===== src/rtl/sdclk_pkg.sv =====
package sdclk_pkg;

  localparam int SD_REG_W   = 16;
  localparam int SD_FIELD_W = 8;
  localparam int SD_EN_POS  = 2;
  localparam int SD_SYNC_N  = 2;

  typedef enum logic {
    RUN_IDLE = 1'b0,
    RUN_ON   = 1'b1
  } run_state_t;

endpackage


===== src/rtl/sdclk_sync.sv =====
module sdclk_sync #(
  parameter int STAGES = sdclk_pkg::SD_SYNC_N
) (
  input  logic clk,
  input  logic rst_n,
  input  logic d_async,
  output logic q_sync
);

  logic [STAGES-1:0] chain;

  generate
    for (genvar s = 0; s < STAGES; s++) begin : g_stage
      if (s == 0) begin : g_first
        always_ff @(posedge clk or negedge rst_n) begin
          if (!rst_n) chain[0] <= 1'b0;
          else        chain[0] <= d_async;
        end
      end else begin : g_next
        always_ff @(posedge clk or negedge rst_n) begin
          if (!rst_n) chain[s] <= 1'b0;
          else        chain[s] <= chain[s-1];
        end
      end
    end
  endgenerate

  assign q_sync = chain[STAGES-1];

endmodule


===== src/rtl/sdclk_ctrl_reg.sv =====
module sdclk_ctrl_reg #(
  parameter int REG_W   = sdclk_pkg::SD_REG_W,
  parameter int FIELD_W = sdclk_pkg::SD_FIELD_W,
  parameter int EN_POS  = sdclk_pkg::SD_EN_POS
) (
  input  logic               clk,
  input  logic               rst_n,
  input  logic               wr_en,
  input  logic [1:0]         wr_be,
  input  logic [REG_W-1:0]   wr_data,
  input  logic               card_ok,
  output logic [FIELD_W-1:0] sel_field,
  output logic               en_bit,
  output logic [REG_W-1:0]   rd_data
);

  localparam int SEL_LSB = REG_W - FIELD_W;

  logic wr_sel_byte;
  logic wr_ctl_byte;
  logic unused_wr_bits;

  assign wr_sel_byte = wr_en && wr_be[1];
  assign wr_ctl_byte = wr_en && wr_be[0];

  always_ff @(posedge clk or negedge rst_n) begin
    if (!rst_n) begin
      sel_field <= '0;
    end else if (wr_sel_byte) begin
      sel_field <= wr_data[REG_W-1:SEL_LSB];
    end
  end

  // Card removal outranks any software write to the enable bit
  always_ff @(posedge clk or negedge rst_n) begin
    if (!rst_n) begin
      en_bit <= 1'b0;
    end else if (!card_ok) begin
      en_bit <= 1'b0;
    end else if (wr_ctl_byte) begin
      en_bit <= wr_data[EN_POS];
    end
  end

  always_comb begin
    rd_data                     = '0;
    rd_data[REG_W-1:SEL_LSB]    = sel_field;
    rd_data[EN_POS]             = en_bit;
  end

  assign unused_wr_bits = ^{wr_data[SEL_LSB-1:EN_POS+1], wr_data[EN_POS-1:0]};

endmodule


===== src/rtl/sdclk_divider.sv =====
module sdclk_divider
  import sdclk_pkg::*;
#(
  parameter int FIELD_W = SD_FIELD_W
) (
  input  logic               clk,
  input  logic               rst_n,
  input  logic               en_bit,
  input  logic [FIELD_W-1:0] sel_field,
  output logic               sd_clk,
  output logic               running,
  output logic               div_q,
  output logic [FIELD_W-1:0] half_in_use
);

  localparam int CNT_W = FIELD_W;

  // Half period in base cycles for a select code; 0 marks pass-through.
  function automatic logic [CNT_W-1:0] half_of(input logic [FIELD_W-1:0] code);
    logic [CNT_W-1:0] h;
    h = '0;
    for (int k = FIELD_W - 1; k >= 0; k--) begin
      if (code[k] && (h == '0)) h = CNT_W'(1) << k;
    end
    return h;
  endfunction

  run_state_t       state_q;
  logic [CNT_W-1:0] half_q;
  logic [CNT_W-1:0] cnt_q;
  logic             q_q;
  logic             bypass;
  logic             phase_end;
  logic             stop_now;
  logic             gate_n;

  assign bypass    = (half_q == '0);
  assign phase_end = (cnt_q == half_q - CNT_W'(1));
  assign stop_now  = !en_bit && !q_q;

  always_ff @(posedge clk or negedge rst_n) begin
    if (!rst_n) begin
      state_q <= RUN_IDLE;
      half_q  <= '0;
      cnt_q   <= '0;
      q_q     <= 1'b0;
    end else if (state_q == RUN_IDLE) begin
      cnt_q <= '0;
      q_q   <= 1'b0;
      if (en_bit) begin
        state_q <= RUN_ON;
        half_q  <= half_of(sel_field);
      end
    end else if (stop_now) begin
      state_q <= RUN_IDLE;
    end else if (!bypass) begin
      if (phase_end) begin
        cnt_q <= '0;
        q_q   <= ~q_q;
      end else begin
        cnt_q <= cnt_q + CNT_W'(1);
      end
    end
  end

  // Pass-through gate changes only while the base clock is low
  always_ff @(negedge clk or negedge rst_n) begin
    if (!rst_n) gate_n <= 1'b0;
    else        gate_n <= (state_q == RUN_ON) && bypass;
  end

  assign sd_clk      = bypass ? (clk & gate_n) : q_q;
  assign running     = (state_q == RUN_ON);
  assign div_q       = q_q;
  assign half_in_use = half_q;

endmodule


===== src/rtl/sdclk_gen.sv =====
module sdclk_gen
  import sdclk_pkg::*;
#(
  parameter int REG_W   = SD_REG_W,
  parameter int FIELD_W = SD_FIELD_W,
  parameter int EN_POS  = SD_EN_POS,
  parameter int SYNC_N  = SD_SYNC_N
) (
  input  logic             clk_base,
  input  logic             rst_n,
  input  logic             wr_en,
  input  logic [1:0]       wr_be,
  input  logic [REG_W-1:0] wr_data,
  input  logic             card_present,
  output logic             sd_clk,
  output logic [REG_W-1:0] rd_data
);

  logic               card_ok;
  logic               en_bit;
  logic [FIELD_W-1:0] sel_field;
  logic               running;
  logic               div_q;
  logic [FIELD_W-1:0] half_in_use;

  sdclk_sync #(.STAGES(SYNC_N)) u_sync (
    .clk     (clk_base),
    .rst_n   (rst_n),
    .d_async (card_present),
    .q_sync  (card_ok)
  );

  sdclk_ctrl_reg #(
    .REG_W   (REG_W),
    .FIELD_W (FIELD_W),
    .EN_POS  (EN_POS)
  ) u_reg (
    .clk       (clk_base),
    .rst_n     (rst_n),
    .wr_en     (wr_en),
    .wr_be     (wr_be),
    .wr_data   (wr_data),
    .card_ok   (card_ok),
    .sel_field (sel_field),
    .en_bit    (en_bit),
    .rd_data   (rd_data)
  );

  sdclk_divider #(.FIELD_W(FIELD_W)) u_div (
    .clk         (clk_base),
    .rst_n       (rst_n),
    .en_bit      (en_bit),
    .sel_field   (sel_field),
    .sd_clk      (sd_clk),
    .running     (running),
    .div_q       (div_q),
    .half_in_use (half_in_use)
  );

endmodule


===== config.mk =====
export PLATFORM = sky130hd
export DESIGN_NAME = sdclk_gen
export DESIGN_NICKNAME = d
export VERILOG_FILES = /design/src/rtl/sdclk_pkg.sv /design/src/rtl/sdclk_sync.sv /design/src/rtl/sdclk_ctrl_reg.sv /design/src/rtl/sdclk_divider.sv /design/src/rtl/sdclk_gen.sv
export SDC_FILE = /design/constraint.sdc
export NUM_CORES = 1
export LEC_CHECK = 0
export BUFFER_PORTS_ARGS = -buffer_cell sky130_fd_sc_hd__buf_2
export CAP_MARGIN = 20
export CORE_UTILIZATION = 47
export CTS_CLUSTER_DIAMETER = 30
export CTS_CLUSTER_SIZE = 12
export DETAILED_ROUTE_END_ITERATION = 10
export PLACE_DENSITY = 0.81
export SLEW_MARGIN = 20
export SYNTH_ARGS = -nofsm -noshare
export SYNTH_HDL_FRONTEND = slang
export SYNTH_SLANG_ARGS = --single-unit

===== constraint.sdc =====
create_clock -name clk_base -period 2.05 [get_ports clk_base]
set_input_delay 0.41 -clock clk_base [delete_from_list [all_inputs] [get_ports clk_base]]
set_output_delay 0.41 -clock clk_base [all_outputs]
set_load 0.05 [all_outputs]

==> results_dict.tcl <==
set metrics [dict create \
    maxCapViolCount 0 \
    grt_pass1_wl_um 5700 \
    cp-endpoint "sd_clk" \
    initial_utilization_pct 51.1 \
    hp-class "primary input to async pin" \
    rsz0062_at_grt "true" \
    max_stage_delay_ns 0.40 \
    synth.avg_cell_area_um2 10.1 \
    vias 1337 \
    post_drt_wl_per_cell_um 14.6 \
    grt_pass1_vias 1315 \
    slew_viol_final 0 \
    netlist_instances 160 \
    die_h_um 60.5 \
    timing.reg2reg.worst_path_depth 7 \
    power_leakage_nw 0.916 \
    synth_area_um2 1610 \
    syn2layout_area_growth_pct 26.6 \
    overflow 0 \
    cp_data_arrival_time_ns 2.22 \
    layout.nets 227 \
    port_buffers 24 \
    yosys.area.top_type "dfrtp_1" \
    layout_commonest_cell "dfrtp_1" \
    grt_util_all_layers_pct 22.6 \
    gp_congestion 0.921 \
    fin_util_pct 64.6 \
    rows 20 \
    dieArea_um2 3660 \
    setup_slack_ns -0.583 \
    cts_tree "done" \
    path_buf_inv 1 \
    place_ws_ns -0.189 \
    critPathKind "register to output port" \
    mostFrequentLayoutCells "dfrtp_1, buf_2, nand2_1" \
    synth_edf_count 0 \
    drt-total-wl_um 3610 \
    clk_latency_ns 0.44 \
    grt_max_degree 30 \
    endpoint_kind "output port" \
    powerDensity_nw_per_um2 784 \
    crit_chain "nand2_2 -> o21ai_4 -> buf_8" \
    ant_nets 0 \
    diodes 0 \
    netlist.area_leader.share_pct 45.1 \
    hold_viol 0 \
    async_reset_ff_share_pct 100 \
    power_mw 1.60 \
    reg2reg_setup_slack_ns -0.13 \
    reg2reg_to "u_div.div_q$_DFFE_PN0P_" \
    r2r_start "u_div.half_in_use[4]$_DFFE_PN0P_" \
    cp_slowest_cell "dfrtn_1" \
    startpoint "u_div.gate_n$_DFF_NN0_" \
    setup_viol_count_final 11 \
    synthTopCellsByArea "dfrtp_1, mux2_2, buf_4, nand2_1, xnor2_1" \
    path_clk_slew_ns 0.10 \
    outcome "finished with violations" \
    ir_worst_vdd_uv 513 \
    violations "setup timing" \
    vias_per_cell 5.41 \
    timing.hold.ws_ns 0.00985 \
    dr.pass1.iters 4 \
    drive_above_1_share_pct 38.4 \
    dp_hpwl_um 2440 \
    startpoint_type "register" \
    ys_seq_elements 30 \
    worstPathMaxFanout 1 \
    ys.flop_type "dfrtp_1" \
    yosysWarnings 0 \
    fin_skew_ns 0.00724 \
    drtIter0Drc 41 \
    drc 0 \
    core_um2 3150 \
    io_pins 39 \
    crit_family "flip-flops" \
    ys_seq_area_share_pct 46.6 \
    die_w_um 60.5 \
    ys_types 43 \
    crit_required_ns 1.64 \
    fin_setup_tns_ns -1.20 \
    antenna_found_initial 0 \
    crit_cells 3 \
]
report_power, final:
part           total (mW)  switching (mW)  internal, mW
Combinational       0.439           0.273         0.167
Sequential          0.703          0.0610         0.642
Clock               0.457           0.223         0.234
Total                1.60           0.556          1.04
routing by layer:
metal | vias to the layer above | routed length (um) | share of wire [%] | track usage [%]
met2 | 50 | 1820 | 50 | 34.2
met5 | - | 0 | 0 | 0
met1 | 643 | 1520 | 42 | 25.5
met3 | 9 | 180 | 5.0 | 9.38
met4 | 0 | 93 | 2.6 | 16.9
li1 | 635 | - | - | -
area by class of cell:
class | count | area [um^2]
fillers | 250 | 1110
clock inverters | 1 | 5.00
well taps | 44 | 55.1
clock buffers | 11 | 92.6
repair buffers | 38 | 239
multi-input cells | 117 | 871
flip-flops and latches | 30 | 753
inverters | 6 | 22.5
state kept, by name, indices dropped and copies added (netlist names):
| signal | count |
|---|---|
| u_div.cnt_q | 8 |
| u_div.half_in_use | 8 |
| u_reg.sel_field | 8 |
| u_div.div_q | 1 |
| u_div.gate_n | 1 |
| u_div.running | 1 |
| u_reg.en_bit | 1 |
| u_sync.chain | 1 |
| u_sync.q_sync | 1 |
logic make-up after synthesis:
group,count (synthesis),share of synthesized area (%)
AO/OA/AOI/OAI,27,11.1
XOR/XNOR,11,5.98
adder cells (fa/ha/maj),3,2.33
buffers and inverters,19,6.76
flip-flops,30,46.6
multiplexers,11,7.61
other,1,0.233
AND/OR/NAND/NOR,58,19.3
cells in the mapped netlist (4+ instances only):
cell and count:
buf_4 8, dfrtp_1 29, inv_1 6, mux2_2 9, nand2_1 14, nand2b_1 5, nand3_1 7, nor2_1 11
nor3_1 7, o21ai_0 4, o21ai_1 6, xnor2_1 6, xor2_1 5
metrics by stage:
stage	std cells	instance area (um^2)
after floorplan	166	1640
after global placement	232	1820
after detailed placement	232	1820
after CTS	243	1940
after global routing	247	2040
final	247	2040
what timing repair did:
item                       CTS  global route
hold buffers                 0             0
pin swaps                    5             9
buffers inserted             0             5
resized for setup           10            16
setup endpoints to repair    9            12
worst min path at each step:
| stage | start | to | cells after the start |
|---|---|---|---|
| after floorplan | rst_n | u_div.cnt_q[0]$_DFFE_PN0P_ | 0 |
| after global placement | u_sync.chain[0]$_DFF_PN0_ | u_sync.q_sync$_DFF_PN0_ | 0 |
| after detailed placement | u_sync.chain[0]$_DFF_PN0_ | u_sync.q_sync$_DFF_PN0_ | 0 |
| after CTS | rst_n | u_div.cnt_q[3]$_DFFE_PN0P_ | 2 |
| after global routing | rst_n | u_div.half_in_use[1]$_DFFE_PN0P_ | 2 |
| final | rst_n | u_div.half_in_use[2]$_DFFE_PN0P_ | 2 |
Note: power is estimated with default switching activity, not from simulation.
